==> config.mk <==
export PLATFORM = sky130hd
export DESIGN_NAME = adc_seq_top
export DESIGN_NICKNAME = d
export VERILOG_FILES = /design/src/rtl/adc_seq_pkg.sv /design/src/rtl/adc_seq_timer.sv /design/src/rtl/adc_seq_sync.sv /design/src/rtl/adc_seq_capture.sv /design/src/rtl/adc_seq_skid.sv /design/src/rtl/adc_seq_top.sv
export SDC_FILE = /design/constraint.sdc
export NUM_CORES = 1
export LEC_CHECK = 0
export BUFFER_PORTS_ARGS = -buffer_cell sky130_fd_sc_hd__buf_2
export CAP_MARGIN = 20
export CORE_AREA = 5 5 118 75
export DETAILED_ROUTE_END_ITERATION = 7
export DIE_AREA = 0 0 123 80
export PLACE_DENSITY = 0.57
export SETUP_SLACK_MARGIN = 0.3
export SYNTH_ARGS = -nofsm -noshare
export SYNTH_HDL_FRONTEND = slang
export SYNTH_SLANG_ARGS = --single-unit
export TNS_END_PERCENT = 1
==> constraint.sdc <==
create_clock -name clk -period 6.7 [get_ports clk]
set_clock_uncertainty 0.15 [all_clocks]
set_input_delay 1.34 -clock clk [delete_from_list [all_inputs] [get_ports clk]]
set_output_delay 1.34 -clock clk [all_outputs]
set_load 0.01 [all_outputs]
==> src/rtl/adc_seq_pkg.sv <==
`timescale 1ns/1ps
package adc_seq_pkg;

  typedef enum logic [1:0] {
    CS_IDLE   = 2'd0,
    CS_CONV   = 2'd1,
    CS_SETTLE = 2'd2
  } cap_st_t;

  // Round a time in ns up to whole clock cycles.
  function automatic int unsigned ns_to_cyc(input int unsigned ns, input int unsigned mhz);
    return (ns * mhz + 999) / 1000;
  endfunction

  // Smallest start interval in cycles that respects a rate ceiling in kHz.
  function automatic int unsigned rate_to_cyc(input int unsigned mhz, input int unsigned khz);
    return (mhz * 1000 + khz - 1) / khz;
  endfunction

endpackage

==> src/rtl/adc_seq_timer.sv <==
`timescale 1ns/1ps
module adc_seq_timer #(
  parameter int unsigned PER_W     = 16,
  parameter int unsigned PULSE_CYC = 13,
  parameter int unsigned MIN_PER   = 105
) (
  input  logic             clk,
  input  logic             rst_n,
  input  logic             run,
  input  logic [PER_W-1:0] period_in,
  output logic             start_o,
  output logic             fire_o
);
  localparam int unsigned PW_W = $clog2(PULSE_CYC + 1);
  localparam logic [PER_W-1:0] MIN_P = PER_W'(MIN_PER);

  logic [PER_W-1:0] per_cnt;
  logic [PER_W-1:0] eff_per;
  logic [PW_W-1:0]  pw_cnt;

  always_comb eff_per = (period_in < MIN_P) ? MIN_P : period_in;

  // Counter keeps running down while idle so a restart cannot shorten the gap.
  assign fire_o = run && (per_cnt == '0) && !start_o;

  always_ff @(posedge clk) begin
    if (!rst_n) begin
      per_cnt <= '0;
      pw_cnt  <= '0;
      start_o <= 1'b0;
    end else begin
      if (fire_o)
        per_cnt <= eff_per - 1'b1;
      else if (per_cnt != '0)
        per_cnt <= per_cnt - 1'b1;

      if (fire_o) begin
        start_o <= 1'b1;
        pw_cnt  <= PW_W'(PULSE_CYC - 1);
      end else if (start_o) begin
        if (pw_cnt == '0) start_o <= 1'b0;
        else              pw_cnt  <= pw_cnt - 1'b1;
      end
    end
  end
endmodule

==> src/rtl/adc_seq_sync.sv <==
`timescale 1ns/1ps
module adc_seq_sync (
  input  logic clk,
  input  logic rst_n,
  input  logic async_in,
  output logic level_o,
  output logic fall_o
);
  logic s1, s2, s3;

  always_ff @(posedge clk) begin
    if (!rst_n) begin
      s1 <= 1'b0;
      s2 <= 1'b0;
      s3 <= 1'b0;
    end else begin
      s1 <= async_in;
      s2 <= s1;
      s3 <= s2;
    end
  end

  assign level_o = s2;
  assign fall_o  = s3 && !s2;
endmodule

==> src/rtl/adc_seq_capture.sv <==
`timescale 1ns/1ps
module adc_seq_capture
  import adc_seq_pkg::*;
#(
  parameter int unsigned DW         = 12,
  parameter int unsigned SETTLE_CYC = 5,
  parameter int unsigned TMO_CYC    = 250
) (
  input  logic          clk,
  input  logic          rst_n,
  input  logic          fire,
  input  logic          eoc_fall,
  input  logic          warm,
  input  logic [DW-1:0] bits,
  output logic          cap_o,
  output logic [DW-1:0] cap_data,
  output logic          cap_bad,
  output logic          collide_o,
  output logic          err_o
);
  localparam int unsigned SW = $clog2(SETTLE_CYC + 1);
  localparam int unsigned TW = $clog2(TMO_CYC + 1);

  cap_st_t        st;
  logic [SW-1:0]  st_cnt;
  logic [TW-1:0]  tmo;
  logic [1:0]     taint;

  assign collide_o = fire && (st != CS_IDLE);
  assign cap_o     = (st == CS_SETTLE) && (st_cnt == '0) && !fire;
  assign cap_data  = bits;
  assign cap_bad   = (taint != 2'd0) || warm;

  always_ff @(posedge clk) begin
    if (!rst_n) begin
      st     <= CS_IDLE;
      st_cnt <= '0;
      tmo    <= '0;
      taint  <= 2'd0;
      err_o  <= 1'b0;
    end else begin
      if (fire) begin
        st <= CS_CONV;
        // A restart during a conversion keeps the elapsed time.
        if (st != CS_CONV) tmo <= '0;
      end else begin
        unique case (st)
          CS_CONV: begin
            if (eoc_fall) begin
              st     <= CS_SETTLE;
              st_cnt <= SW'(SETTLE_CYC - 1);
            end else if (tmo == TW'(TMO_CYC - 1)) begin
              st    <= CS_IDLE;
              err_o <= 1'b1;
            end else begin
              tmo <= tmo + 1'b1;
            end
          end
          CS_SETTLE: begin
            if (st_cnt == '0) st <= CS_IDLE;
            else              st_cnt <= st_cnt - 1'b1;
          end
          default: st <= CS_IDLE;
        endcase
      end

      if (collide_o)
        taint <= 2'd2;
      else if (cap_o && taint != 2'd0)
        taint <= taint - 1'b1;
    end
  end
endmodule

==> src/rtl/adc_seq_skid.sv <==
`timescale 1ns/1ps
module adc_seq_skid #(
  parameter int unsigned DW = 12
) (
  input  logic          clk,
  input  logic          rst_n,
  input  logic          load,
  input  logic [DW-1:0] din,
  input  logic          bad_in,
  input  logic          ready,
  output logic          valid,
  output logic [DW-1:0] dout,
  output logic          bad_out,
  output logic          ovr
);
  always_ff @(posedge clk) begin
    if (!rst_n) begin
      valid   <= 1'b0;
      dout    <= '0;
      bad_out <= 1'b0;
      ovr     <= 1'b0;
    end else if (load) begin
      dout    <= din;
      bad_out <= bad_in;
      valid   <= 1'b1;
      if (valid && !ready) ovr <= 1'b1;
    end else if (valid && ready) begin
      valid <= 1'b0;
    end
  end
endmodule

==> src/rtl/adc_seq_top.sv <==
`timescale 1ns/1ps
module adc_seq_top
  import adc_seq_pkg::*;
#(
  parameter int unsigned CLK_MHZ      = 125,
  parameter int unsigned PULSE_NS     = 100,
  parameter int unsigned SETTLE_NS    = 35,
  parameter int unsigned MAX_RATE_KHZ = 1200,
  parameter int unsigned TMO_NS       = 2000,
  parameter int unsigned DW           = 12,
  parameter int unsigned PER_W        = 16
) (
  input  logic             clk,
  input  logic             rst_n,
  input  logic             run_en,
  input  logic             pwr_ok,
  input  logic             warm_en,
  input  logic [PER_W-1:0] period_cyc,
  input  logic             eoc_in,
  input  logic [DW-1:0]    adc_bits,
  output logic             start_out,
  output logic             smp_valid,
  input  logic             smp_ready,
  output logic [DW-1:0]    smp_data,
  output logic             smp_bad,
  output logic             overrun,
  output logic             eoc_err
);
  localparam int unsigned PULSE_CYC  = ns_to_cyc(PULSE_NS, CLK_MHZ);
  localparam int unsigned SETTLE_CYC = ns_to_cyc(SETTLE_NS, CLK_MHZ);
  localparam int unsigned TMO_CYC    = ns_to_cyc(TMO_NS, CLK_MHZ);
  localparam int unsigned MIN_PER    = rate_to_cyc(CLK_MHZ, MAX_RATE_KHZ);

  // Internal events, named for the checker.
  logic          fire_evt;
  logic          collide_evt;
  logic          cap_evt;
  logic          eoc_fall_evt;
  logic          eoc_lvl;
  logic [DW-1:0] cap_data;
  logic          cap_bad;
  logic          run;

  assign run = run_en && pwr_ok;

  adc_seq_timer #(
    .PER_W(PER_W), .PULSE_CYC(PULSE_CYC), .MIN_PER(MIN_PER)
  ) u_timer (
    .clk(clk), .rst_n(rst_n), .run(run), .period_in(period_cyc),
    .start_o(start_out), .fire_o(fire_evt)
  );

  adc_seq_sync u_sync (
    .clk(clk), .rst_n(rst_n), .async_in(eoc_in),
    .level_o(eoc_lvl), .fall_o(eoc_fall_evt)
  );

  adc_seq_capture #(
    .DW(DW), .SETTLE_CYC(SETTLE_CYC), .TMO_CYC(TMO_CYC)
  ) u_cap (
    .clk(clk), .rst_n(rst_n), .fire(fire_evt), .eoc_fall(eoc_fall_evt),
    .warm(warm_en), .bits(adc_bits), .cap_o(cap_evt), .cap_data(cap_data),
    .cap_bad(cap_bad), .collide_o(collide_evt), .err_o(eoc_err)
  );

  adc_seq_skid #(.DW(DW)) u_skid (
    .clk(clk), .rst_n(rst_n), .load(cap_evt), .din(cap_data), .bad_in(cap_bad),
    .ready(smp_ready), .valid(smp_valid), .dout(smp_data), .bad_out(smp_bad),
    .ovr(overrun)
  );
endmodule

# Yosys cells after proc, flatten, opt, wreduce, memory -nomap -nowiden
# Cells that the tools add are included.
# Widths: inputs -> output; s select.
dict set report op_classes {
  addsub 6
  n_lt_le_gt_ge 1
  n_eq_ne 14
  muxes 26
  bitwise_logic 4
  reduce_logical 37
}
# cell n
set ops {}
lappend ops {{$mux 16} 3}
lappend ops {{$mux 8} 5}
lappend ops {{$sub 16x1->16 const B} 2}
lappend ops {{$logic_not 16->1} 1}
lappend ops {{$lt 16x7->1 const B} 1}
lappend ops {{$reduce_bool 16->1} 1}
lappend ops {{$reduce_bool 2->1} 8}
lappend ops {{$mux 4} 3}
lappend ops {{$reduce_and 4->1} 3}
lappend ops {{$logic_and 1x1->1} 10}
lappend ops {{$mux 2} 5}
lappend ops {{$reduce_and 2->1} 5}
lappend ops {{$add 8x1->8 const B} 1}
lappend ops {{$eq 8x8->1 const B} 1}
lappend ops {{$ne 2x1->1 const B} 4}
lappend ops {{$ne 2x2->1 const B} 4}
lappend ops {{$mux 1} 6}
lappend ops {{$mux 3} 2}
lappend ops {{$ne 3x2->1 const B} 2}
lappend ops {{$pmux 3 s2} 1}
lappend ops {{$logic_not 1->1} 4}
lappend ops {{$logic_not 4->1} 1}
lappend ops {{$ne 4x2->1 const B} 1}
lappend ops {{$not 1->1} 4}
lappend ops {{other kinds (9)} 10}
dict set report word_totals {
  regBits 55
  input_bits 35
  output_inout_bits 17
  wordCells 106
}

# Depth between registers and ports, before layout
# Gate-level depths: netlist of run 1.
dict set report depth {
  ltp_word 8
  ltp_mapped 14
  depth_no_buf 12
}

# Hierarchy
# From an unflattened synthesis of run 1, not the netlist that was laid out.
dict set report unflattened {
  hier_cells 335
  area_unflattened_um2 2997.9
}
# mod instances cells_each area_each_um2 seq_area_each_um2
set by_module_without_submodules {}
lappend by_module_without_submodules {adc_seq_timer 1 168 1397.6 420.4}
lappend by_module_without_submodules {adc_seq_capture 1 111 929.6 320.3}
lappend by_module_without_submodules {adc_seq_skid 1 48 575.6 300.3}
lappend by_module_without_submodules {adc_seq_sync 1 7 88.8 60.1}
lappend by_module_without_submodules {adc_seq_top 1 1 6.3 0.0}

# Worst setup path before layout of run 1
# No wires, ideal clock.
dict set report synth_timing {
  kind {input to register}
  from {input port period_cyc[10]}
  to {register u_timer.per_cnt[10]}
  setup_time_ns 0.128
  arrival_time_ns 3.490
  slack_ns 2.932
  cell_stages 11
  n_path_buf 0
  cell_sequence {or4_4 > nor4b_4 > o21ai_1 > a31oi_1 > ha_1 > nand2b_1 > nor4_1 > o31ai_1 > a21oi_1 > xor2_1 > nor2_1}
}
dict set report synth_between {
  elab_chain_len 4
}
# item line_no
set synth_lines {}
lappend synth_lines {{from (decl)} adc_seq_top.sv:18} ;# input logic [PER_W-1:0] period_cyc,
lappend synth_lines {{$lt 16x7->1} adc_seq_timer.sv:21} ;# always_comb eff_per = (period_in < MIN_P) ? MIN_P : period_in;
lappend synth_lines {{$mux 16 (*)} adc_seq_timer.sv:21}
lappend synth_lines {{$sub 16x1->16 (*)} adc_seq_timer.sv:33} ;# per_cnt <= eff_per - 1'b1;
lappend synth_lines {{$mux 16 (*)} adc_seq_timer.sv:32} ;# if (fire_o)
lappend synth_lines {{to (signal assigned)} adc_seq_timer.sv:33}
lappend synth_lines {{to (signal assigned)} adc_seq_timer.sv:35} ;# per_cnt <= per_cnt - 1'b1;
lappend synth_lines {{to (decl)} adc_seq_timer.sv:17} ;# logic [PER_W-1:0] per_cnt;
# Mark *: on every way between the ends. The rest lies on a longest branch, timed or not.
# A chain may end at the register's enable or synchronous reset.

# Worst setup path after layout of run 1
# Same ends and word-level chain as after synthesis.

==> results of run 1 <==
-- state kept, by name, indices dropped and copies added, names as in the netlist --
register,flops
u_cap.err_o,1
u_cap.st,2
u_cap.st_cnt,3
u_cap.taint,2
u_cap.tmo,8
u_skid.bad_out,1
u_skid.dout,12
u_skid.ovr,1
u_skid.valid,1
u_sync.level_o,1
u_sync.s1,1
u_sync.s3,1
u_timer.per_cnt,16
u_timer.pw_cnt,4
u_timer.start_o,1
-- cells in the mapped netlist (3+ instances only) --
master,number
nor3_2,3
and2_1,3
inv_1,8
a31oi_1,3
nor3_1,19
ha_1,8
xor2_1,10
nor3b_1,3
a21boi_0,3
o21a_1,5
clkbuf_1,6
dfxtp_1,55
nor2b_1,4
or3_1,5
o21ai_1,11
nand2b_1,7
a21oi_1,18
or4_4,3
nand3_1,3
a21boi_1,15
nor4_1,5
nor2_1,37
nand4_1,3
xnor2_1,8
nand2_1,39
-- worst min-delay path by stage --
stage | slack (ps) | endpoint | cells past startpoint | from
2_1_floorplan | 260 | u_sync.level_o$_SDFF_PN0_ | 1 | u_sync.s1$_SDFF_PN0_
5_1_grt | 320 | u_sync.level_o$_SDFF_PN0_ | 1 | u_sync.s1$_SDFF_PN0_
3_3_place_gp | 270 | u_sync.level_o$_SDFF_PN0_ | 1 | u_sync.s1$_SDFF_PN0_
4_1_cts | 290 | u_sync.level_o$_SDFF_PN0_ | 1 | u_sync.s1$_SDFF_PN0_
3_5_place_dp | 270 | u_sync.level_o$_SDFF_PN0_ | 1 | u_sync.s1$_SDFF_PN0_
6_report | 290 | u_sync.level_o$_SDFF_PN0_ | 1 | u_sync.s1$_SDFF_PN0_
-- metrics by stage --
stage	power, µW	hold slack [ps]	instances
floorplan	718	262	333
global placement	809	265	486
detailed placement	808	272	486
CTS	1120	290	494
global route	1190	316	494
finish	1120	287	494
-- layout by cell type, fill, tap and decap left out, drive strengths merged, types with 3 or more instances in the layout --
cell    synthesis  routed
dfxtp          55      55
buf             3      54
nand2          39      39
nor2           37      37
nor3           22      22
a21oi          18      18
a21boi         18      18
o21ai          13      13
xor2           10      10
inv             8      10
xnor2           8       8
ha              8       8
nand2b          7       7
or3             6       6
nor4            6       6
o21a            5       5
clkbuf          6       5
or4             5       5
and2            5       5
nor2b           4       4
nand4           4       4
a31oi           3       3
nand3           3       3
nor3b           3       3
-- layer usage --
metal | vias to the layer above | GRT usage [%] | wire (µm)
li1 | 1297 | - | -
met1 | 1199 | 21.1 | 3500
met2 | 64 | 22.2 | 3080
met3 | 7 | 3.54 | 370
met4 | 0 | 3.43 | 51
met5 | - | 0 | 0
-- power by group through the flow --
stage	combinational [µW]	clock [µW]	sequential, µW
after floorplan	313	0	404
after global placement	387	0	422
after detailed placement	387	0	421
after CTS	390	318	414
after global routing	439	327	420
final	396	309	416
-- logic make-up after synthesis --
group	synth area share (%)
buf+inv	2.83
flops	38.9
xor+xnor	5.56
simple gates	28.2
mux	1.10
fa+ha+maj	3.53
compound gates	20.0
-- critical path: cells and delay by family --
family	cells	cell delay, ps
AO/OA/AOI/OAI	4	760
XOR/XNOR	1	150
adder cells (fa/ha/maj)	1	210
buffers and inverters	1	110
AND/OR/NAND/NOR	5	1430
-- cell type report --
class / count / area, µm²
clock buffers: 5 / 125
clock inverters: 3 / 50.0
fillers: 784 / 4280
inverters: 8 / 30.0
multi-input cells: 261 / 1660
flip-flops and latches: 55 / 1100
well taps: 108 / 135
repair buffers: 54 / 278
==> metrics, run 1 <==
RSZ-0062 raised after global routing no; EDFF count, synth 0; max_slew headroom 34.1%; status finished clean; worst reg2reg path startpoint u_timer.per_cnt[3]$_SDFFE_PN0P_; routed via count 2,567; post-synth top area cell dfxtp_1; 1st-iter DRT viols 187; ys async rst share 0%; Pins Over Slew Limit 0; Switching Fraction 36.1%; io pins 52; Cell Rows 25; Total GRT Usage 14.7%; Synth area leaders dfxtp_1 39%, nand2_1 5.2%, nor2_1 4.9%; DRT Pass-1 Iters 4; Starting Density 37.0%; CTS Hold Bufs 0; Internal Power 716 µW; Die Y 80 µm; Top FF cell, synth dfxtp_1; TNS Setup 0 ps; Flop pwr share 37.1%; Setup Buffers After CTS 0; Min-Delay Path Class flop to flop; Final setup violation count 0; TritonCTS clock tree built; Slowest cell on crit path or4_4; cell area power density 331 nW/µm²; clock share of power 27.6%; DP Wirelength 5.20 mm; Post-CTS Resized 0; WS Path Type primary input to flop; Peak VDD IR 0.112 mV; worst slew pin tran 985 ps; clk_lat worst skew 300 ps; final WL 7.00 mm; GP Congestion 0.835; Netlist cell types 58; vias in the first global route 2,434; first-pass GRT wire length 11.6 mm; Final Cell Area 3380 µm²; min Tclk post-route 4010 ps; maximum capacitance violations 0; R2R Setup Slk 3170 ps; Worst Path Required 6710 ps; FF+latch count, synth 55; Post-Syn Nets 376; PnR worst setup slack 2690 ps; Synth Cell Area 2830 µm²; R2R Path End u_timer.per_cnt[4]$_SDFFE_PN0P_; # diodes 0; critical path endpoint category flop; total CTS buffers 5; Layout area overhead 19.4%; Tcrit/Tclk final 59.9%; Max Freq 249 MHz; total gr overflow 0; syn_area_per_cell 8.51 µm²; via/cell ratio 5.20; antenna-violating nets left 0; Psw 405 µW; Die Wd 123 µm; final core utilization 44.1%; final hold violation count 0; Residual DRC 0; pre-CTS WS 2430 ps; crit path max fanout 7; CTS sink count 55; Worst Setup Start Kind primary input; crit-path cells buf_2, or4_4, nor4b_4, o21ai_1, a31oi_1, ha_1, nand2b_1, nor4_1, o31ai_1, a21oi_1, xor2_1, nor2_1; Arr. time, crit path 4020 ps; I/O Buffers 51; Yosys top cell area share 38.9%; Comb power frac 35.3%; crit path capture u_timer.per_cnt[10]$_SDFFE_PN0P_; Seq/Total Area, Yosys 38.9%; Clock Root Buffer clkbuf_16; core area 7660 µm²; crit path from period_cyc[10]; initial antenna violation count 0; Nets 428; CTS max path bufs 2; Leakage 0.00128 µW; Worst R2R Path Depth 11; Critical Path Max Stage Delay 570 ps; Placement Cell Area 3210 µm²; die area 9840 µm²; pin count of the biggest net entering global routing 35; Synth Instances 333; Ys Warns 0; routed length per instance 14.2 µm; H-tree depth 2; clock slew at reported path FFs 80 ps; share of layout cells above drive strength 1 20.7%
Power figures use the tool's default switching activity.
==> run 2, diff against run 1 <==
ABC_AREA = 1   (was default)
CORE_AREA = 5 5 121 77   (was 5 5 118 75)
DIE_AREA = 0 0 126 82   (was 0 0 123 80)
PLACE_DENSITY = 0.59   (was 0.57)
clock period = 3.3 ns   (was 6.7 ns; I/O delays follow)
==> run 2 against run 1 <==
  * Non-clock buffer count stayed put
  * Worst hold slack worse by 19 ps
  * Die area is 5.0% higher
  * Core utilization is 1.6 points lower
  * Setup slack worse by 2000 ps
  * Area after synthesis is 5.1% higher
  * Clock power is 72% higher
  * Combinational power grew to 2.9 times the previous value
  * Sequential share of layout area is 0.96 points lower
  * Critical path type is now flop to flop
==> metrics, run 2 <==
status finished clean (unchanged); worst slew pin tran 875 ps (was 985 ps); Nets 529 (was 428); io pins 52 (unchanged); Pins Over Slew Limit 0 (unchanged); DRT Pass-1 Iters 4 (unchanged); syn_area_per_cell 6.86 µm² (was 8.51 µm²); crit path capture u_timer.per_cnt[10]$_SDFFE_PN0P_ (unchanged); most flop-heavy register u_timer.per_cnt (unchanged); final WL 7.33 mm (was 7.00 mm); Worst Path Required 3320 ps (was 6710 ps); Top Registers u_timer.per_cnt x16, u_skid.dout x12, u_cap.tmo x8 (unchanged); clock slew at reported path FFs 70 ps (was 80 ps); clk_lat worst skew 290 ps (was 300 ps); Final Non-Filler Cells 599 (was 494); Setup Buffers After CTS 0 (unchanged); Seq/Total Area, Yosys 37.0% (was 38.9%); Leakage 0.00164 µW (was 0.00128 µW); Total GRT Usage 14.5% (was 14.7%); commonest non-fill, non-tap cells in the layout 117 x nand2_1, 64 x inv_1, 55 x dfxtp_1 (was 55 x dfxtp_1, 51 x buf_2, 39 x nand2_1); pin count of the biggest net entering global routing 32 (was 35); CTS sink count 55 (unchanged); routed via count 2,804 (was 2,567); Min-Delay Path Class flop to flop (unchanged); TritonCTS clock tree built (unchanged); antenna-violating nets left 0 (unchanged); maximum capacitance violations 0 (unchanged); placed cell count 591 (was 486); Post-synth top cells 117 x nand2_1, 64 x inv_1, 55 x dfxtp_1, 52 x nor2_1, 37 x a21oi_1 (was 55 x dfxtp_1, 39 x nand2_1, 37 x nor2_1, 19 x nor3_1, 18 x a21oi_1); final hold violation count 0 (unchanged); Peak VDD IR 0.322 mV (was 0.112 mV); Cell Rows 26 (was 25); Netlist cell types 36 (was 58); R2R Setup Slk 640 ps (was 3170 ps); Arr. time, crit path 2680 ps (was 4020 ps); crit path max fanout 16 (was 7); cell area power density 711 nW/µm² (was 331 nW/µm²); H-tree depth 2 (unchanged); worst reg2reg path startpoint u_timer.per_cnt[7]$_SDFFE_PN0P_ (was u_timer.per_cnt[3]$_SDFFE_PN0P_); 1st-iter DRT viols 172 (was 187); Post-Syn Nets 477 (was 376); critical path endpoint category flop (unchanged); most common cell in the netlist nand2_1 (was dfxtp_1); Final setup violation count 0 (unchanged); total power 2480 µW (was 1120 µW); Synth Cell Area 2980 µm² (was 2830 µm²); crit-path cells nor2_1, nand2_1, nor2_2, nand2_4, nor2_8, nand3_1, nand2_1, ha_1, nand3_2, nor2_1, nand3_1, nand2_1, nand2_1, nand2_1, nor2_1 (was buf_2, or4_4, nor4b_4, o21ai_1, a31oi_1, ha_1, nand2b_1, nor4_1, o31ai_1, a21oi_1, xor2_1, nor2_1); first-pass GRT wire length 12.0 mm (was 11.6 mm); share of layout cells above drive strength 1 18.3% (was 20.7%); FF+latch count, synth 55 (unchanged); post-synth top area cell dfxtp_1 (unchanged); EDFF count, synth 0 (unchanged); Starting Density 36.3% (was 37.0%); Residual DRC 0 (unchanged); max FFs per register 16 (unchanged); Yosys top cell area share 37.0% (was 38.9%); Max Freq 376 MHz; max_slew headroom 41.2% (was 34.1%); Layout area overhead 17.0% (was 19.4%); most common cell after layout, fill and taps aside nand2_1 (was dfxtp_1); Ys Warns 0 (unchanged); # diodes 0 (unchanged); Worst Setup Start Kind flop (was primary input); Slowest cell on crit path dfxtp_1 (was or4_4); min Tclk post-route 2660 ps; DP Wirelength 5.77 mm (was 5.20 mm); Top FF cell, synth dfxtp_1 (unchanged); initial antenna violation count 0 (unchanged); Synth Instances 434 (was 333); ys async rst share 0% (unchanged); die area 10,300 µm² (was 9840 µm²); core area 8200 µm² (was 7660 µm²); Clock Root Buffer clkbuf_16 (unchanged); CTS max path bufs 2 (unchanged); Post-CTS Resized 0 (unchanged); GP Congestion 0.838 (was 0.835); R2R Path End u_timer.per_cnt[10]$_SDFFE_PN0P_ (was u_timer.per_cnt[4]$_SDFFE_PN0P_); I/O Buffers 51 (unchanged); vias in the first global route 2,487 (was 2,434); Fillers 857 (was 784); Critical Path Max Stage Delay 340 ps (was 570 ps); RSZ-0062 raised after global routing no (unchanged); Most common cell on crit path nand2_1; Worst R2R Path Depth 15 (was 11); total gr overflow 0 (unchanged); Synth area leaders dfxtp_1 37%, nand2_1 15%, inv_1 8.1% (was dfxtp_1 39%, nand2_1 5.2%, nor2_1 4.9%); Tcrit/Tclk final 80.6%; routed length per instance 12.2 µm (was 14.2 µm); crit path from u_timer.per_cnt[7]$_SDFFE_PN0P_ (was period_cyc[10]); total CTS buffers 5 (unchanged); Die Y 82 µm (was 80 µm); WS Path Type flop to flop (was primary input to flop); via/cell ratio 4.68 (was 5.20); TNS Setup 0 ps (unchanged); Die Wd 126 µm (was 123 µm); CTS Hold Bufs 0 (unchanged)
==> run 2: cell count changes in the layout (fill, tap and decap cells not counted), moves of 7 or more <==
cell / change
xnor2_1: -8
a21oi_1: +19
nand2b_1: -7
a21boi_1: -15
nor2_1: +15
o21ai_1: -11
inv_1: +56
nor3_1: -13
nand2_1: +78
nand3_1: +17
o21ai_0: +8
==> run 2: layout make-up <==
type                       count  area [µm²]  area share [%]
clock inverter                 3        23.8           0.682
sequential                    55        1100            31.6
multi-input combinational    305        1570            45.2
timing repair buffer          54         278            7.97
tap                          112         140            4.02
inverter                      65         244            7.00
clock buffer                   5         125            3.59
==> run 2: critical path, delay by kind of cell (launching register included) <==
kind | cells | cell delay, ps
AND/OR/NAND/NOR | 14 | 1860
flip-flops | 1 | 340
adder cells (fa/ha/maj) | 1 | 190
==> run 2: how the worst min path moves through the flow <==
stage | startpoint | end | slack, ps | depth (start not counted)
2_1_floorplan | u_sync.s1$_SDFF_PN0_ | u_sync.level_o$_SDFF_PN0_ | 240 | 2
3_3_place_gp | u_sync.s1$_SDFF_PN0_ | u_sync.level_o$_SDFF_PN0_ | 250 | 2
3_5_place_dp | u_sync.s1$_SDFF_PN0_ | u_sync.level_o$_SDFF_PN0_ | 250 | 2
4_1_cts | u_sync.s1$_SDFF_PN0_ | u_sync.level_o$_SDFF_PN0_ | 270 | 2
5_1_grt | u_sync.s1$_SDFF_PN0_ | u_sync.level_o$_SDFF_PN0_ | 300 | 2
6_report | u_sync.s1$_SDFF_PN0_ | u_sync.level_o$_SDFF_PN0_ | 270 | 2
==> run 2: metal layers <==
layer	vias up	part of all wire (%)	global-route usage, %
met2	62	42	21.6
li1	1469	-	-
met4	0	0.55	2.89
met5	-	0	0
met3	2	6.2	2.86
met1	1271	52	21.6
==> run 2: through the flow <==
stage	utilization, %	area, µm²	hold WS (ps)	setup slack (ps)
after floorplan	-	2980	240	869
after global placement	40.7	3340	251	463
after detailed placement	40.7	3340	250	349
after CTS	42.5	3490	267	665
after global routing	42.5	3490	303	448
final	42.5	3490	268	639
==> run 2: report_power, final <==
group | total, µW | switching [µW] | internal, µW
Combinational | 1140 | 751 | 387
Clock | 533 | 249 | 284
Sequential | 808 | 54.8 | 753
Total | 2480 | 1050 | 1420
==> run 2: cells by family (layout without fill, tap and decap cells) <==
| family | after synthesis | in the layout | share of synthesized area, % |
|---|---|---|---|
| AOI/OAI and AO/OA | 60 | 60 | 11.4 |
| adders and majority gates | 8 | 8 | 3.36 |
| xor gates and xnor gates | 7 | 7 | 2.06 |
| DFF | 55 | 55 | 37.0 |
| buffers and inverters | 74 | 127 | 10.2 |
| and+or+nand+nor | 230 | 230 | 36.0 |
